**config.mk**
```make
export PLATFORM = sky130hd
export DESIGN_NAME = cfg_loader
export DESIGN_NICKNAME = d
export VERILOG_FILES = /design/src/rtl/cfg_pkg.sv /design/src/rtl/cfg_sync2.sv /design/src/rtl/cfg_us_timer.sv /design/src/rtl/cfg_serializer.sv /design/src/rtl/cfg_loader.sv
export SDC_FILE = /design/constraint.sdc
export NUM_CORES = 1
export LEC_CHECK = 0
export ABC_AREA = 1
export CORE_MARGIN = 5
export CORE_UTILIZATION = 40
export CTS_CLUSTER_SIZE = 25
export DETAILED_ROUTE_END_ITERATION = 10
export PLACE_DENSITY = 0.6
export SYNTH_ARGS = -nofsm -noshare
export SYNTH_HDL_FRONTEND = slang
export SYNTH_SLANG_ARGS = --single-unit
```
**constraint.sdc**
```tcl
create_clock -name clk_i -period 3.4 [get_ports clk_i]
set_clock_uncertainty 0.05 [all_clocks]
set_input_delay 0.85 -clock clk_i [delete_from_list [all_inputs] [get_ports clk_i]]
set_output_delay 0.85 -clock clk_i [all_outputs]
set_load 0.01 [all_outputs]
```
**src/rtl/cfg_pkg.sv**
```systemverilog
package cfg_pkg;
  localparam int BYTE_W = 8;

  typedef enum logic [2:0] {
    ST_IDLE,
    ST_HOLD,
    ST_CLEAR,
    ST_LOAD,
    ST_TAIL,
    ST_CHECK,
    ST_PASS,
    ST_FAIL
  } cfg_state_e;

  typedef enum logic [1:0] {
    ERR_NONE         = 2'd0,
    ERR_INIT_TIMEOUT = 2'd1,
    ERR_INIT_DROP    = 2'd2,
    ERR_DONE_LOW     = 2'd3
  } cfg_err_e;
endpackage

```
**src/rtl/cfg_sync2.sv**
```systemverilog
module cfg_sync2 #(
  parameter int W = 2
) (
  input  logic         clk_i,
  input  logic         rst_ni,
  input  logic [W-1:0] d_i,
  output logic [W-1:0] q_o
);
  for (genvar g = 0; g < W; g++) begin : g_bit
    logic s1_q, s2_q;
    always_ff @(posedge clk_i or negedge rst_ni) begin
      if (!rst_ni) begin
        s1_q <= 1'b0;
        s2_q <= 1'b0;
      end else begin
        s1_q <= d_i[g];
        s2_q <= s1_q;
      end
    end
    assign q_o[g] = s2_q;
  end
endmodule

```
**src/rtl/cfg_us_timer.sv**
```systemverilog
module cfg_us_timer #(
  parameter int CLK_PER_US = 50,
  parameter int UW         = 12
) (
  input  logic          clk_i,
  input  logic          rst_ni,
  input  logic          clr_i,
  input  logic [UW-1:0] limit_i,
  output logic          expired_o
);
  localparam int PW = $clog2(CLK_PER_US + 1);

  logic [PW-1:0] pre_q;
  logic [UW-1:0] us_q;

  always_ff @(posedge clk_i or negedge rst_ni) begin
    if (!rst_ni) begin
      pre_q <= '0;
      us_q  <= '0;
    end else if (clr_i) begin
      pre_q <= '0;
      us_q  <= '0;
    end else if (pre_q == PW'(CLK_PER_US - 1)) begin
      pre_q <= '0;
      if (us_q != '1) us_q <= us_q + 1'b1;
    end else begin
      pre_q <= pre_q + 1'b1;
    end
  end

  assign expired_o = (us_q >= limit_i);

  // microsecond count advances by at most one per cycle
  p_us_step_r1: assert property (@(posedge clk_i) disable iff (!rst_ni)
    !clr_i |=> (us_q - $past(us_q)) <= UW'(1));
endmodule

```
**src/rtl/cfg_serializer.sv**
```systemverilog
module cfg_serializer #(
  parameter int HALF_CLKS = 2,
  parameter int CW        = 4
) (
  input  logic                      clk_i,
  input  logic                      rst_ni,
  input  logic                      clr_i,
  input  logic                      load_i,
  input  logic [cfg_pkg::BYTE_W-1:0] data_i,
  input  logic [CW-1:0]             nclk_i,
  output logic                      active_o,
  output logic                      cclk_o,
  output logic                      din_o
);
  localparam int BW = cfg_pkg::BYTE_W;
  localparam int HW = $clog2(HALF_CLKS + 1);

  logic [BW-1:0] sh_q;
  logic [CW-1:0] left_q;
  logic [HW-1:0] hcnt_q;
  logic          phase_q, active_q;

  always_ff @(posedge clk_i or negedge rst_ni) begin
    if (!rst_ni) begin
      sh_q     <= '0;
      left_q   <= '0;
      hcnt_q   <= '0;
      phase_q  <= 1'b0;
      active_q <= 1'b0;
    end else if (clr_i) begin
      left_q   <= '0;
      hcnt_q   <= '0;
      phase_q  <= 1'b0;
      active_q <= 1'b0;
    end else if (load_i && !active_q) begin
      sh_q     <= data_i;
      left_q   <= nclk_i;
      hcnt_q   <= '0;
      phase_q  <= 1'b0;
      active_q <= 1'b1;
    end else if (active_q) begin
      if (hcnt_q == HW'(HALF_CLKS - 1)) begin
        hcnt_q <= '0;
        if (!phase_q) begin
          phase_q <= 1'b1;
        end else begin
          phase_q <= 1'b0;
          if (left_q == CW'(1)) begin
            active_q <= 1'b0;
          end else begin
            left_q <= left_q - 1'b1;
            sh_q   <= {sh_q[BW-2:0], 1'b1};
          end
        end
      end else begin
        hcnt_q <= hcnt_q + 1'b1;
      end
    end
  end

  assign active_o = active_q;
  assign cclk_o   = phase_q;
  assign din_o    = sh_q[BW-1];

  // data must not move while the clock is high
  p_din_hold_r3: assert property (@(posedge clk_i) disable iff (!rst_ni)
    (cclk_o && $past(cclk_o)) |-> $stable(din_o));
  // controller never offers a byte while one is in flight
  p_load_idle_r4: assert property (@(posedge clk_i) disable iff (!rst_ni)
    load_i |-> !active_q);
  // a clear silences the clock on the next cycle
  p_clr_quiet_r7: assert property (@(posedge clk_i) disable iff (!rst_ni)
    clr_i |=> !cclk_o);
endmodule

```
**src/rtl/cfg_loader.sv**
```systemverilog
module cfg_loader #(
  parameter int CLK_PER_US = 50,
  parameter int HOLD_US    = 400,
  parameter int INIT_TO_US = 4000,
  parameter int DONE_TO_US = 1000,
  parameter int HALF_CLKS  = 2,
  parameter int TAIL_CLKS  = 8
) (
  input  logic       clk_i,
  input  logic       rst_ni,
  input  logic       start_i,
  input  logic       byte_valid_i,
  input  logic [7:0] byte_data_i,
  input  logic       byte_last_i,
  output logic       byte_ready_o,
  input  logic       init_i,
  input  logic       done_i,
  output logic       prog_o,
  output logic       cclk_o,
  output logic       din_o,
  output logic       busy_o,
  output logic       ok_o,
  output logic       fail_o,
  output logic [1:0] err_code_o
);
  import cfg_pkg::*;

  localparam int MAX_A  = (HOLD_US > INIT_TO_US) ? HOLD_US : INIT_TO_US;
  localparam int MAX_US = (MAX_A > DONE_TO_US) ? MAX_A : DONE_TO_US;
  localparam int UW     = $clog2(MAX_US + 1);
  localparam int MAX_N  = (TAIL_CLKS > BYTE_W) ? TAIL_CLKS : BYTE_W;
  localparam int CW     = $clog2(MAX_N + 1);

  cfg_state_e st_q, st_d;
  cfg_err_e   err_q, err_d;
  logic       last_q, last_d, seen_low_q, seen_low_d;
  logic       init_s, done_s;
  logic       tmr_clr, tmr_expired;
  logic [UW-1:0] tmr_limit;
  logic       ser_load, ser_clr, ser_active;
  logic [BYTE_W-1:0] ser_data;
  logic [CW-1:0]     ser_nclk;
  logic       accept;

  cfg_sync2 #(.W(2)) u_sync (
    .clk_i (clk_i),
    .rst_ni(rst_ni),
    .d_i   ({init_i, done_i}),
    .q_o   ({init_s, done_s})
  );

  always_comb begin
    unique case (st_q)
      ST_HOLD:  tmr_limit = UW'(HOLD_US);
      ST_CLEAR: tmr_limit = UW'(INIT_TO_US);
      default:  tmr_limit = UW'(DONE_TO_US);
    endcase
  end

  cfg_us_timer #(.CLK_PER_US(CLK_PER_US), .UW(UW)) u_tmr (
    .clk_i    (clk_i),
    .rst_ni   (rst_ni),
    .clr_i    (tmr_clr),
    .limit_i  (tmr_limit),
    .expired_o(tmr_expired)
  );

  cfg_serializer #(.HALF_CLKS(HALF_CLKS), .CW(CW)) u_ser (
    .clk_i   (clk_i),
    .rst_ni  (rst_ni),
    .clr_i   (ser_clr),
    .load_i  (ser_load),
    .data_i  (ser_data),
    .nclk_i  (ser_nclk),
    .active_o(ser_active),
    .cclk_o  (cclk_o),
    .din_o   (din_o)
  );

  assign byte_ready_o = (st_q == ST_LOAD) && !ser_active && !last_q && init_s;
  assign accept       = byte_valid_i && byte_ready_o;
  assign ser_clr      = !((st_q == ST_LOAD) || (st_q == ST_TAIL));
  assign tmr_clr      = (st_d != st_q);

  always_comb begin
    st_d       = st_q;
    err_d      = err_q;
    last_d     = last_q;
    seen_low_d = seen_low_q;
    ser_load   = 1'b0;
    ser_data   = byte_data_i;
    ser_nclk   = CW'(BYTE_W);
    unique case (st_q)
      ST_IDLE, ST_PASS, ST_FAIL: begin
        if (start_i) begin
          st_d       = ST_HOLD;
          err_d      = ERR_NONE;
          last_d     = 1'b0;
          seen_low_d = 1'b0;
        end
      end
      ST_HOLD: if (tmr_expired) st_d = ST_CLEAR;
      ST_CLEAR: begin
        if (!init_s) seen_low_d = 1'b1;
        if (seen_low_q && init_s) begin
          st_d = ST_LOAD;
        end else if (tmr_expired) begin
          st_d  = ST_FAIL;
          err_d = ERR_INIT_TIMEOUT;
        end
      end
      ST_LOAD: begin
        // init loss outranks both byte acceptance and load completion
        if (!init_s) begin
          st_d  = ST_FAIL;
          err_d = ERR_INIT_DROP;
        end else if (accept) begin
          ser_load = 1'b1;
          if (byte_last_i) last_d = 1'b1;
        end else if (last_q && !ser_active) begin
          if (TAIL_CLKS > 0) begin
            ser_load = 1'b1;
            ser_data = '1;
            ser_nclk = CW'(TAIL_CLKS);
            st_d     = ST_TAIL;
          end else begin
            st_d = ST_CHECK;
          end
        end
      end
      ST_TAIL: if (!ser_active) st_d = ST_CHECK;
      ST_CHECK: begin
        if (done_s) begin
          st_d = ST_PASS;
        end else if (tmr_expired) begin
          st_d  = ST_FAIL;
          err_d = ERR_DONE_LOW;
        end
      end
      default: st_d = ST_IDLE;
    endcase
  end

  always_ff @(posedge clk_i or negedge rst_ni) begin
    if (!rst_ni) begin
      st_q       <= ST_IDLE;
      err_q      <= ERR_NONE;
      last_q     <= 1'b0;
      seen_low_q <= 1'b0;
    end else begin
      st_q       <= st_d;
      err_q      <= err_d;
      last_q     <= last_d;
      seen_low_q <= seen_low_d;
    end
  end

  assign prog_o     = (st_q != ST_CLEAR);
  assign busy_o     = !((st_q == ST_IDLE) || (st_q == ST_PASS) || (st_q == ST_FAIL));
  assign ok_o       = (st_q == ST_PASS);
  assign fail_o     = (st_q == ST_FAIL);
  assign err_code_o = err_q;

  p_hold_before_clear_r1: assert property (@(posedge clk_i) disable iff (!rst_ni)
    $fell(prog_o) |-> $past(tmr_expired));
  p_load_after_init_r2: assert property (@(posedge clk_i) disable iff (!rst_ni)
    (st_q == ST_LOAD && $past(st_q) == ST_CLEAR) |-> $past(init_s));
  p_ok_needs_done_r6: assert property (@(posedge clk_i) disable iff (!rst_ni)
    $rose(ok_o) |-> $past(done_s));
  p_abort_on_init_r7: assert property (@(posedge clk_i) disable iff (!rst_ni)
    (st_q == ST_LOAD && !init_s) |=> (fail_o && err_code_o == 2'd2));
  p_status_hold_r10: assert property (@(posedge clk_i) disable iff (!rst_ni)
    ((ok_o || fail_o) && !start_i) |=> ($stable(ok_o) && $stable(err_code_o) && !busy_o));
  p_start_ignored_r11: assert property (@(posedge clk_i) disable iff (!rst_ni)
    (busy_o && start_i) |=> !(st_q == ST_HOLD && $past(st_q) != ST_HOLD));
endmodule

```
==> results of run 1 <==
[critical path: stages, from the launching register on]
cell and delay (ns):
dfrtp_1 0.50, nand2_2 0.10, nor2_2 0.21, nand3_4 0.14
nor2_1 0.15, clkdlybuf4s50_1 0.56
[layout make-up]
class / instances / area (um^2) / area share
clock inverters: 1 / 7.507 / 0.002432
well taps: 80 / 100.1 / 0.03243
inverters: 57 / 214.0 / 0.06931
multi-input cells: 251 / 1324 / 0.4289
clock buffers: 6 / 82.58 / 0.02675
repair buffers: 24 / 232.7 / 0.07540
flip-flops and latches: 45 / 1126 / 0.3648
[worst max path at each step]
stage	end	slack, ns	depth (start not counted)
final	byte_ready_o	0.54	5
after global routing	u_tmr.pre_q[4]$_DFF_PN0_	0.34	19
after CTS	byte_ready_o	0.55	5
after detailed placement	u_tmr.us_q[2]$_DFFE_PN0P_	0.71	19
after global placement	u_tmr.pre_q[1]$_DFF_PN0_	0.77	18
after floorplan	u_tmr.pre_q[5]$_DFF_PN0_	0.96	18
[cell families (layout without fill, tap and decap cells)]
family / after synthesis / after routing / synth area share
buffers and inverters: 61 / 88 / 0.09351
flip-flops: 45 / 45 / 0.4167
AND/OR/NAND/NOR: 181 / 181 / 0.3079
XOR/XNOR: 8 / 8 / 0.02593
adder cells (fa/ha/maj): 13 / 13 / 0.06019
AO/OA/AOI/OAI: 49 / 49 / 0.09584
[Yosys cell counts (all sizes together)]
| cell type | count | share of area |
|---|---|---|
| nor3 | 4 | 0.0074 |
| nand4 | 3 | 0.0069 |
| buf | 4 | 0.014 |
| o21ai | 25 | 0.046 |
| ha | 13 | 0.060 |
| nor4 | 4 | 0.0093 |
| a22oi | 1 | 0.0028 |
| o311a | 1 | 0.0037 |
| nand3b | 1 | 0.0028 |
| inv | 57 | 0.079 |
| or2 | 3 | 0.0069 |
| nor2 | 58 | 0.094 |
| o31ai | 1 | 0.0028 |
| a31oi | 1 | 0.0023 |
| a21oi | 19 | 0.035 |
| xor2 | 8 | 0.026 |
| o21a | 1 | 0.0028 |
| dfrtp | 45 | 0.42 |
| nand2 | 81 | 0.12 |
| nand3 | 26 | 0.055 |
| nor3b | 1 | 0.0028 |
[through the flow]
| step | power [W] | instance area (um^2) | worst slack (ns) |
|---|---|---|---|
| 5_1_grt | 0.002253 | 3087 | 0.3354 |
| 4_1_cts | 0.002081 | 3087 | 0.5468 |
| 6_report | 0.002045 | 3087 | 0.5421 |
| 3_3_place_gp | 0.001718 | 2997 | 0.7652 |
| 3_5_place_dp | 0.001727 | 2997 | 0.7064 |
| 2_1_floorplan | 0.001489 | 2703 | 0.9556 |
[state kept, by name (all words and copies together), names as in the netlist, 3 cells and up]
| register | count |
|---|---|
| st_q | 3 |
| u_ser.left_q | 4 |
| u_ser.sh_q | 8 |
| u_tmr.pre_q | 6 |
| u_tmr.us_q | 12 |
[power by group through the flow]
stage,registers (W),logic (W),clock network (W)
floorplan,0.000715,0.000774,0
global placement,0.000732,0.000986,0
detailed placement,0.000734,0.000993,0
CTS,0.000723,0.000997,0.000361
global route,0.000740,0.00113,0.000379
finish,0.000725,0.000980,0.000340
[layer usage]
metal,track usage,vias up,wire length [um]
met5,0,-,0
met4,0.05446,0,72
met3,0.02707,7,159
met2,0.2178,31,2483
met1,0.1772,1010,2585
li1,-,1187,-
==> summary.txt, run 1 <==
Setup path
  • Crit Path Class: flop to output port
  • Worst Setup Start Kind: flop
  • Crit. Startpoint: st_q[1]$_DFF_PN0_
  • R2r endpoint: u_tmr.pre_q[1]$_DFF_PN0_
  • Reg2reg start: st_q[0]$_DFF_PN0_
  • Worst Setup End Kind: output port
  • Required time worst endpoint: 2.50 ns
  • Cells on worst reg2reg path: 19
  • Crit Path Max Fanout: 8
  • Crit path arrival time: 1.96 ns
  • R2R setup slack: 0.72 ns

Routing
  • Final ANT Viol Nets: 0
  • Post-DR wirelength/cell: 11.43 um
  • Drt first pass iters: 4
  • Starting DRT DRC Count: 102
  • Vias/cell: 4.817
  • Via count: 2,235
  • DRC: 0
  • Total wire length: 5302 um

Die
  • Initial Utilization: 0.4045
  • Die H: 92.20 um
  • Die Area: 8500 um^2
  • Core Region: 6681 um^2
  • IO Count: 24
  • Row count: 30
  • Die width: 92.20 um

Clocking
  • Clk slew on worst S/H paths: 0.08 ns
  • Post-CTS sizing: 0
  • Setup repair bufs after CTS: 0
  • CTS tree: built
  • # hold bufs at CTS: 0
  • Root Buffer: clkbuf_8
  • CTS Buf Count: 5
  • CTS Sinks: 45
  • H-tree Lvls: 2
  • Clk Latency, worst-skew pair: 0.30 ns
  • CTS Buffer Depth: 2

GRT
  • First-pass GRT wire length: 9328 um
  • Vias in the first global route: 2,127
  • Overall Global Routing Usage: 0.1351
  • Grt ovf: 0
  • Largest net degree at the start of global routing: 46
  • Initial antenna violation count: 0

Logic synthesis
  • YS warnings: 0
  • Cells after Synth: 357
  • Syn avg cell area: 7.570 um^2
  • Mapped Nets: 385
  • Syn Std Cell Area: 2703 um^2
  • Count of cell types in the netlist: 30
  • Seq/Total Area, Yosys: 0.4167
  • Seq cells post-synth: 45

Layout
  • Ant. Diodes: 0
  • Area grow syn2layout: 14.21%
  • Most common cell after layout, fill and taps aside: nand2_1
  • Most frequent cells in the layout: 74 x nand2_1, 51 x inv_1, 49 x nor2_1
  • FILL cells: 662
  • Fin util: 0.4620
  • Non-filler instance count after layout: 464
  • Proportion of layout cells with a drive suffix above 1: 0.09375
  • Final Net Count: 412

Pwr
  • Pleak: 1.439 nW
  • Switching Share: 0.4349
  • Clock share of power: 0.166
  • Seq pwr share: 0.355
  • Comb pwr share: 0.479
  • PwrDens: 662.5 nW/um^2
  • P_int: 0.001156 W
  • Psw: 0.0008892 W
  • Peak supply drop: 0.2618 mV

STA
  • Fin. Hold Viols: 0
  • Peak Freq: 349.9 MHz
  • Sum Neg Setup Slack: 0 ns
  • Fin Hold WS: 0.3028 ns
  • Period utilization: 0.8405
  • Slew Limit Fails: 0
  • Slew at the pin closest to its max-slew limit: 0.6368 ns
  • Final setup viols: 0
  • Min Tclk post-route: 2.858 ns
  • RSZ-0062 raised after global routing: no
  • Max transition margin: 0.5710

Worst hold path
  • HP Start: u_sync.g_bit[0].s1_q$_DFF_PN0_
  • Hold/Removal Path Class: flop to flop
  • Hold Path End: u_sync.g_bit[0].s2_q$_DFF_PN0_
  • WHS Path Cells: 0

Placed design
  • Gpl congestion: 0.9380
  • Placed cells: 457
  • Buffers added on ports: 23
  • Hpwl dp: 3976 um

Run status
  • Status: finished, final reports clean

Job
  • # Max-Cap Violations: 0
Power figures use the tool's default switching activity.
==> run 2: changes to the inputs <==
--- a/config.mk
+++ b/config.mk
@@ -10,7 +10,7 @@
 export CORE_UTILIZATION = 40
 export CTS_CLUSTER_SIZE = 25
 export DETAILED_ROUTE_END_ITERATION = 10
-export PLACE_DENSITY = 0.6
+export PLACE_DENSITY = 0.62
 export SYNTH_ARGS = -nofsm -noshare
 export SYNTH_HDL_FRONTEND = slang
 export SYNTH_SLANG_ARGS = --single-unit
==> constraint.sdc (replaced) <==
create_clock -name clk_i -period 2.46 [get_ports clk_i]
set_clock_uncertainty 0.05 [all_clocks]
set_input_delay 0.615 -clock clk_i [delete_from_list [all_inputs] [get_ports clk_i]]
set_output_delay 0.615 -clock clk_i [all_outputs]
set_load 0.01 [all_outputs]
==> summary.txt, run 2 (same netlist as run 1, synthesis figures left out) <==
Routing
  • Via count: 2,395 (was 2,235)
  • Final ANT Viol Nets: 0 (unchanged)
  • Post-DR wirelength/cell: 12.41 um (was 11.43 um)
  • Total wire length: 5996 um (was 5302 um)
  • DRC: 0 (unchanged)
  • Drt first pass iters: 4 (unchanged)
  • Top Metal Used: met4 (unchanged)
  • Met1 WL: 2759 um (was 2585 um)
  • Vias/cell: 4.959 (was 4.817)
  • Met2 WL: 3033 um (was 2483 um)
  • Met3 WL: 173 um (was 159 um)
  • Starting DRT DRC Count: 101 (was 102)

Pwr
  • Design Power: 0.003865 W (was 0.002045 W)
  • PwrDens: 1103 nW/um^2 (was 662.5 nW/um^2)
  • Pleak: 1.584 nW (was 1.439 nW)
  • Peak supply drop: 0.4487 mV (was 0.2618 mV)

Layout
  • Proportion of layout cells with a drive suffix above 1: 0.2382 (was 0.09375)
  • Ant. Diodes: 0 (unchanged)
  • Final Cell Area: 3505 um^2 (was 3087 um^2)
  • Area grow syn2layout: 29.68% (was 14.21%)
  • Most common cell after layout, fill and taps aside: nand2_1 (unchanged)
  • Final Net Count: 430 (was 412)
  • Largest registers: u_tmr.us_q (12), u_ser.sh_q (8), u_tmr.pre_q (6) (unchanged)
  • Max reg flops: 12 (unchanged)
  • Most frequent cells in the layout: 58 x nand2_1, 49 x inv_1, 44 x dfrtp_1 (was 74 x nand2_1, 51 x inv_1, 49 x nor2_1)
  • Largest Register: u_tmr.us_q (unchanged)

Job
  • # Max-Cap Violations: 0 (unchanged)

Run status
  • Status: finished, violations left (was finished, final reports clean)
  • Failing checks: negative setup slack

Setup path
  • Most used cell, CP: nand2_1
  • Crit-path slowest cell: dfrtp_1 (was clkdlybuf4s50_1)
  • Crit Path Class: flop to flop (was flop to output port)
  • Crit path arrival time: 2.69 ns (was 1.96 ns)
  • Worst path cell trace: inv_2, nand2_4, nor2_4, inv_4, nand2_4, ha_1, nand2_2, inv_1, nand2_1, nand2_1, nand2_2, nand3_4, nand2_1, o21ai_0, inv_1, nand2_1, nor2_4, buf_12, nand2_8, nor2_2 (was nand2_2, nor2_2, nand3_4, nor2_1, clkdlybuf4s50_1)
  • Delay-heaviest family, CP: simple AND/OR/NAND/NOR gates (unchanged)
  • Crit Path Max Fanout: 5 (was 8)
  • Buf+Inv Stages, Crit Path: 5 (was 1)
  • R2R setup slack: -0.05 ns (was 0.72 ns)
  • Worst Setup Start Kind: flop (unchanged)
  • Critical Path Max Stage Delay: 0.40 ns (was 0.56 ns)
  • Required time worst endpoint: 2.64 ns (was 2.50 ns)
  • Worst Setup End Kind: flop (was output port)

Die
  • IO Count: 24 (unchanged)
  • Core Region: 6681 um^2 (unchanged)
  • Die Area: 8500 um^2 (unchanged)
  • Initial Utilization: 0.4045 (unchanged)
  • Row count: 30 (unchanged)
  • Die H: 92.20 um (unchanged)
  • Die width: 92.20 um (unchanged)

STA
  • RSZ-0062 raised after global routing: yes (was no)
  • Slew Limit Fails: 0 (unchanged)
  • Peak Freq: 398.2 MHz
  • Min Tclk post-route: 2.511 ns
  • Final setup viols: 13 (was 0)
  • Final WS setup: -0.05103 ns (was 0.5421 ns)
  • Max transition margin: 0.6176 (was 0.5710)
  • Period utilization: 1.021
  • Slew at the pin closest to its max-slew limit: 0.5736 ns (was 0.6368 ns)
  • Fin. Hold Viols: 0 (unchanged)

GRT
  • Grt ovf: 0 (unchanged)
  • Largest net degree at the start of global routing: 46 (unchanged)
  • Overall Global Routing Usage: 0.1365 (was 0.1351)
  • First-pass GRT wire length: 9687 um (was 9328 um)
  • Initial antenna violation count: 0 (unchanged)
  • Vias in the first global route: 2,185 (was 2,127)

Placed design
  • Buffers added on ports: 23 (unchanged)
  • Pre-CTS setup slack: -0.05998 ns (was 0.7064 ns)
  • Hpwl dp: 4066 um (was 3976 um)
  • Gpl congestion: 0.8098 (was 0.9380)
  • Cell Area, Placed: 3057 um^2 (was 2997 um^2)

Clocking
  • H-tree Lvls: 2 (unchanged)
  • CTS Buffer Depth: 2 (unchanged)
  • CTS Buf Count: 5 (unchanged)
  • Clk Latency, worst-skew pair: 0.29 ns (was 0.30 ns)
  • CTS tree: built (unchanged)
  • Root Buffer: clkbuf_8 (unchanged)
  • # hold bufs at CTS: 0 (unchanged)
  • CTS Sinks: 45 (unchanged)
  • Clk slew on worst S/H paths: 0.09 ns (was 0.08 ns)

Worst hold path
  • Hold/Removal Path Class: flop to flop (unchanged)
[run 2: path summary, 6_finish.rpt]
| check | startpoint | endpoint | cells past startpoint |
|---|---|---|---|
| hold reg to reg | u_sync.g_bit[1].s1_q$_DFF_PN0_ | u_sync.g_bit[1].s2_q$_DFF_PN0_ | 0 |
| setup / recovery | st_q[0]$_DFF_PN0_ | u_tmr.pre_q[3]$_DFF_PN0_ | 20 |
| max in group asynchronous | rst_ni | st_q[1]$_DFF_PN0_ | 2 |
| setup reg to reg | st_q[0]$_DFF_PN0_ | u_tmr.pre_q[3]$_DFF_PN0_ | 20 |
| min in group asynchronous | rst_ni | u_tmr.pre_q[0]$_DFF_PN0_ | 2 |
| hold / removal | u_sync.g_bit[1].s1_q$_DFF_PN0_ | u_sync.g_bit[1].s2_q$_DFF_PN0_ | 0 |
[run 2: area by class of cell]
cell class	instances	area, um^2
repair buffers	39	355.3
fillers	623	3177
flip-flops and latches	45	1127
clock buffers	6	82.58
inverters	57	216.5
well taps	80	100.1
multi-input cells	254	1585
clock inverters	2	37.54
[run 2: report_power, final]
group | internal, W | switching [W]
Combinational | 0.000883 | 0.00140
Clock | 0.000331 | 0.000261
Sequential | 0.000893 | 0.0000950
[run 2: through the flow]
stage,util,cells,TNS [ns],hold WS (ns)
floorplan,-,357,0,0.2694
global placement,0.4575,465,-0.09802,0.2844
detailed placement,0.4575,465,-0.7164,0.2871
CTS,0.4798,474,0,0.3072
global route,0.5245,483,-2.905,0.3113
finish,0.5245,483,-0.2758,0.3049
[run 2: what timing repair did]
item | in CTS | in global routing
buffers inserted | 0 | 7
endpoints found under the hold margin | 0 | 0
cloned | 1 | 2
pin swaps | 1 | 19
setup endpoints to repair | 20 | 18
gates resized for setup | 9 | 54
[run 2: metal layers]
layer | vias to the layer above | track usage
li1 | 1230 | -
met1 | 1128 | 0.1845
met2 | 35 | 0.2281
met3 | 2 | 0.02215
met4 | 0 | 0.03342
met5 | - | 0
